### src/rtl/i2s_out_pkg.sv
package i2s_out_pkg;
    typedef enum logic [1:0] {
        ST_LEAD = 2'd0,
        ST_DATA = 2'd1,
        ST_PAD  = 2'd2
    } slot_state_e;
endpackage

### src/rtl/i2s_out_clkgen.sv
module i2s_out_clkgen #(
    parameter int MCLK_DIV  = 8,
    parameter int SLOT_BITS = 32
) (
    input  logic mclk,
    input  logic rst_n,
    output logic bit_end,
    output logic slot_end,
    output logic chan,
    output logic bclk,
    output logic lrclk
);
    localparam int PH_W  = $clog2(MCLK_DIV);
    localparam int BIT_W = $clog2(SLOT_BITS);
    localparam logic [PH_W-1:0]  PH_LAST  = PH_W'(MCLK_DIV - 1);
    localparam logic [PH_W-1:0]  PH_HALF  = PH_W'(MCLK_DIV / 2);
    localparam logic [BIT_W-1:0] BIT_LAST = BIT_W'(SLOT_BITS - 1);

    logic [PH_W-1:0]  phase_q;
    logic [BIT_W-1:0] bit_q;
    logic             chan_q;

    always_ff @(posedge mclk or negedge rst_n) begin
        if (!rst_n) begin
            phase_q <= '0;
            bit_q   <= '0;
            chan_q  <= 1'b0;
        end else if (phase_q == PH_LAST) begin
            phase_q <= '0;
            if (bit_q == BIT_LAST) begin
                bit_q  <= '0;
                chan_q <= ~chan_q;
            end else begin
                bit_q <= bit_q + 1'b1;
            end
        end else begin
            phase_q <= phase_q + 1'b1;
        end
    end

    always_comb begin
        bit_end  = (phase_q == PH_LAST);
        slot_end = bit_end && (bit_q == BIT_LAST);
        chan     = chan_q;
        bclk     = (phase_q >= PH_HALF);
        lrclk    = ~chan_q;
    end
endmodule

### src/rtl/i2s_out_hold.sv
module i2s_out_hold #(
    parameter int W = 24
) (
    input  logic         mclk,
    input  logic         rst_n,
    input  logic         load,
    input  logic         valid,
    input  logic [W-1:0] din,
    output logic [W-1:0] held
);
    always_ff @(posedge mclk or negedge rst_n) begin
        if (!rst_n) begin
            held <= '0;
        end else if (load && valid) begin
            held <= din;
        end
    end
endmodule

### src/rtl/i2s_out_slot.sv
module i2s_out_slot
    import i2s_out_pkg::*;
#(
    parameter int SAMPLE_W  = 24,
    parameter int SLOT_BITS = 32
) (
    input  logic                mclk,
    input  logic                rst_n,
    input  logic                bit_end,
    input  logic                slot_end,
    input  logic [SAMPLE_W-1:0] next_word,
    output slot_state_e         state,
    output logic                sdata
);
    localparam int CNT_W = $clog2(SAMPLE_W);
    localparam logic [CNT_W-1:0] CNT_LAST = CNT_W'(SAMPLE_W - 1);

    slot_state_e         state_q, state_d;
    logic [SAMPLE_W-1:0] shift_q;
    logic [CNT_W-1:0]    dcnt_q;
    logic                last_bit;

    assign last_bit = (dcnt_q == CNT_LAST);

    always_comb begin
        state_d = state_q;
        unique case (state_q)
            ST_LEAD: if (bit_end) state_d = ST_DATA;
            ST_DATA: if (bit_end && last_bit) state_d = ST_PAD;
            ST_PAD:  state_d = ST_PAD;
            default: state_d = ST_LEAD;
        endcase
        if (slot_end) state_d = ST_LEAD;
    end

    always_ff @(posedge mclk or negedge rst_n) begin
        if (!rst_n) state_q <= ST_LEAD;
        else        state_q <= state_d;
    end

    always_ff @(posedge mclk or negedge rst_n) begin
        if (!rst_n) begin
            shift_q <= '0;
            dcnt_q  <= '0;
        end else if (slot_end) begin
            shift_q <= next_word;
            dcnt_q  <= '0;
        end else if (state_q == ST_DATA && bit_end) begin
            shift_q <= shift_q << 1;
            dcnt_q  <= dcnt_q + 1'b1;
        end
    end

    always_comb begin
        state = state_q;
        unique case (state_q)
            ST_DATA: sdata = shift_q[SAMPLE_W-1];
            default: sdata = 1'b0;
        endcase
    end
endmodule

### src/rtl/i2s_out_fmt.sv
module i2s_out_fmt
    import i2s_out_pkg::*;
#(
    parameter int SAMPLE_W  = 24,
    parameter int SLOT_BITS = 32,
    parameter int MCLK_DIV  = 8
) (
    input  logic                mclk,
    input  logic                rst_n,
    input  logic [SAMPLE_W-1:0] left_word,
    input  logic                left_valid,
    input  logic                left_load,
    input  logic [SAMPLE_W-1:0] right_word,
    input  logic                right_valid,
    input  logic                right_load,
    output logic                lrclk,
    output logic                bclk,
    output logic                sdata
);
    localparam int NCH = 2;

    logic                bit_end, slot_end, chan;
    logic [NCH-1:0]      ld_v, ok_v;
    logic [SAMPLE_W-1:0] din_a  [NCH];
    logic [SAMPLE_W-1:0] hold_a [NCH];
    logic [SAMPLE_W-1:0] hold_l, hold_r, next_word;
    slot_state_e         slot_state;

    assign ld_v     = {right_load, left_load};
    assign ok_v     = {right_valid, left_valid};
    assign din_a[0] = left_word;
    assign din_a[1] = right_word;
    assign hold_l   = hold_a[0];
    assign hold_r   = hold_a[1];

    i2s_out_clkgen #(.MCLK_DIV(MCLK_DIV), .SLOT_BITS(SLOT_BITS)) u_clk (
        .mclk(mclk), .rst_n(rst_n), .bit_end(bit_end), .slot_end(slot_end),
        .chan(chan), .bclk(bclk), .lrclk(lrclk)
    );

    for (genvar g = 0; g < NCH; g++) begin : g_ch
        i2s_out_hold #(.W(SAMPLE_W)) u_hold (
            .mclk(mclk), .rst_n(rst_n), .load(ld_v[g]), .valid(ok_v[g]),
            .din(din_a[g]), .held(hold_a[g])
        );
    end

    // chan = 0 while left is sent; the slot that follows belongs to the other channel
    assign next_word = chan ? hold_l : hold_r;

    i2s_out_slot #(.SAMPLE_W(SAMPLE_W), .SLOT_BITS(SLOT_BITS)) u_slot (
        .mclk(mclk), .rst_n(rst_n), .bit_end(bit_end), .slot_end(slot_end),
        .next_word(next_word), .state(slot_state), .sdata(sdata)
    );
endmodule

### config.mk
export PLATFORM = sky130hd
export DESIGN_NAME = i2s_out_fmt
export DESIGN_NICKNAME = d
export VERILOG_FILES = /design/src/rtl/i2s_out_pkg.sv /design/src/rtl/i2s_out_clkgen.sv /design/src/rtl/i2s_out_hold.sv /design/src/rtl/i2s_out_slot.sv /design/src/rtl/i2s_out_fmt.sv
export SDC_FILE = /design/constraint.sdc
export NUM_CORES = 1
export LEC_CHECK = 0
export ABC_AREA = 1
export BUFFER_PORTS_ARGS = -buffer_cell sky130_fd_sc_hd__buf_2
export CORE_ASPECT_RATIO = 1.2
export CORE_UTILIZATION = 25
export CTS_CLUSTER_DIAMETER = 80
export DETAILED_ROUTE_END_ITERATION = 6
export HOLD_SLACK_MARGIN = 0.15
export PLACE_DENSITY = 0.46
export SLEW_MARGIN = 20
export SYNTH_ARGS = -nofsm -noshare
export SYNTH_HDL_FRONTEND = slang
export SYNTH_SLANG_ARGS = --single-unit
### constraint.sdc
create_clock -name mclk -period 4.44 [get_ports mclk]
set_clock_uncertainty 0.2 [all_clocks]
set_input_delay 0.444 -clock mclk [delete_from_list [all_inputs] [get_ports mclk]]
set_output_delay 0.444 -clock mclk [all_outputs]
set_load 0.1 [all_outputs]
==> flow_metrics.py <==
metrics = {
    "status": {
        "outcome": "finished, final reports clean",
    },
    "clocking": {
        "cts_root_buf": "clkbuf_16",
        "clockBufferDepth": 2,
        "cts_resized": 0,
        "cts.sinks": 88,
        "holdBufCountCts": 10,
        "cts_tree": "built",
        "htree_levels": 3,
        "clk_latency_ns": 0.33,
        "clkTransAtPathRegs_ns": 0.06,
        "cts_buffers": 9,
        "cts_setup_buffers": 0,
    },
    "worst_setup_path": {
        "r2r-end": "u_slot.dcnt_q[4]",
        "cp_data_required_time_ns": 4.51,
        "startpoint_type": "flop",
        "path_common_cell": "ha_1",
        "crit_path_start": "u_clk.phase_q[0]",
        "worstPathMaxFanout": 55,
        "endpoint": "u_slot.dcnt_q[4]",
        "worst_r2r_path_depth": 7,
        "r2r-start": "u_clk.phase_q[0]",
        "worst-setup-path-type": "flop to flop",
        "slowest_delay_ns": 0.79,
        "critPathBufInv": 0,
        "crit_arrival_ns": 2.86,
        "cp.depth": 7,
        "ff2ff_setup_slack_ns": 1.64,
        "path_cells": "ha_1 -> ha_1 -> nand2_2 -> nand2_4 -> nand3_1 -> nand2_1 -> nor2_1",
        "crit_path_end_kind": "flop",
        "crit_family": "simple AND/OR/NAND/NOR gates",
        "cpMaxStageDelayCell": "nand2_2",
    },
    "timing": {
        "setup_viol": 0,
        "maxSlewViolCount": 0,
        "clock.fmax_ghz": 0.357,
        "worst_pin_slew_ns": 0.987,
        "fin_crit_ns": 2.80,
        "hold_viol": 0,
        "rsz0062_at_grt": "no",
        "fin_ws_ns": 1.64,
        "fin_crit_sh_pct": 63.0,
        "fin_tns_setup_ns": 0,
        "maxSlewHeadroom_pct": 34.0,
    },
    "layout": {
        "fin_cells": 715,
        "layout_commonest_cell": "a21oi_1",
        "fin_nets": 568,
        "area_growth_pct": 20.8,
        "layout_common_cells": "a21oi_1, dfrtp_1, nor2_1",
        "antenna_cells": 0,
        "drive_above_1_share_pct": 16.2,
        "fin_area_sq_mm": 0.00477,
    },
    "floorplan": {
        "io_pins": 57,
        "coreArea_sq_mm": 0.0152,
        "die_w_um": 117,
        "rows": 49,
        "die_area_sq_mm": 0.0163,
        "initial_core_util_pct": 26.0,
        "chipHeight_um": 140,
    },
    "drt": {
        "wire_per_inst_um": 12.2,
        "drt_first_pass_iters": 5,
        "postRouteAntennaNets": 0,
        "vias_per_cell": 4.25,
        "drt-initial-drc-count": 119,
        "num_vias": 3041,
        "post-route-drc-count": 0,
        "wl_mm": 8.69,
    },
    "placed_design": {
        "dp_slack_ns": 1.64,
        "placed_cell_area_sq_mm": 0.00437,
        "io_buffers": 56,
        "dp_hpwl_mm": 5.90,
        "routabilityCongestion": 0.718,
        "post-place-cells": 689,
    },
    "synthesis": {
        "synth_seq_cells": 88,
        "synth_top_family_by_area": "compound AO/OA/AOI/OAI gates",
        "synthMuxAreaShare_pct": 1.71,
        "netlist.area_leader.share_pct": 55.8,
        "synth_fa_ha_area_share_pct": 2.54,
        "syn_inst": 451,
        "synthXorXnorAreaFrac_pct": 0.222,
        "synth_top_area_cell": "dfrtp_1",
        "synth_area_sq_mm": 0.00395,
        "ys_seq_area_share_pct": 55.8,
        "synthesis.nets": 513,
        "avgSynthCellArea_sq_um": 8.75,
        "yosys_warnings": 0,
        "synth_compound_area_share_pct": 18.3,
        "synth_area_leaders": "dfrtp_1, a21oi_1, nor2_1, o21ai_0, inv_1",
        "yosys.area_share.simple_pct": 12.0,
        "yosysUniqueCellTypes": 20,
    },
    "job": {
        "cap_violations": 0,
    },
    "pwr": {
        "p_per_area_mw_per_mm2": 370,
        "p_leak_nw": 2.43,
        "ir_drop_uv": 171,
        "power_mw": 1.76,
    },
    "global_route": {
        "grt-ovfl-total": 0,
        "antenna_found_initial": 0,
        "grt_pass1_vias": 3107,
        "grt_pass1_wl_mm": 14.6,
        "grt_max_degree": 56,
        "grt.total_usage_pct": 11.5,
    },
    "min_path": {
        "hp-class": "primary input to flop",
    },
}
[sequential cells by signal (all words and copies together), names as in the netlist]
name / count
u_clk.phase_q: 3
u_clk.chan: 1
u_slot.state: 2
g_ch.u_hold.held: 48
u_slot.dcnt_q: 5
u_clk.bit_q: 5
u_slot.shift_q: 24
[per-stage QoR]
step,util (%),hold slack (ns)
2_1_floorplan,-,-0.0516
3_3_place_gp,28.7,0.242
3_5_place_dp,28.7,0.252
4_1_cts,31.4,0.150
5_1_grt,31.4,0.151
6_report,31.4,0.156
[cells in the mapped netlist (all sizes together)]
master,count
buf,16
clkbuf,10
a21oi,94
mux2,6
dfrtp,88
nor2,78
ha,8
nand3,7
nand2,29
nor3,3
nand4,1
xor2,1
o21ai,50
inv,60
[report_power, final]
group | switching (mW) | internal, mW | leakage (nW) | total [mW]
clock | 0.292 | 0.465 | 0.150 | 0.757
sequential | 0.0214 | 0.857 | 1.06 | 0.879
combinational | 0.0729 | 0.0553 | 1.22 | 0.128
[how the worst min path moves through the flow]
stage,start,endpoint,depth (start not counted)
after CTS,left_word[4],g_ch[0].u_hold.held[4],3
final,right_word[2],g_ch[1].u_hold.held[2],2
after detailed placement,u_clk.phase_q[0],u_clk.phase_q[0],1
after floorplan,rst_n,g_ch[0].u_hold.held[0],0
after global routing,right_word[2],g_ch[1].u_hold.held[2],2
after global placement,u_clk.phase_q[0],u_clk.phase_q[0],1
[per-layer routing]
layer	GRT usage, %	wire, um	share of wire [%]	vias up
li1	-	-	-	1552
met1	14.8	4150	48	1434
met2	18.5	4140	48	47
met3	2.44	297	3.4	8
met4	4.60	108	1.2	0
met5	0	0	0	-
[cell type report]
cell class / instances / area, sq um
repair buffers: 70 / 413
multi-input cells: 277 / 1370
well taps: 204 / 255
clock inverters: 3 / 40.0
clock buffers: 13 / 260
flip-flops and latches: 88 / 2200
inverters: 60 / 225
fillers: 1711 / 10400
[cell families after synthesis]
kind of cell,after synthesis
compound gates,144
mux,6
fa+ha+maj,8
xor+xnor,1
simple gates,118
flops,88
buf+inv,86
Note: power is estimated with default switching activity, not from simulation.
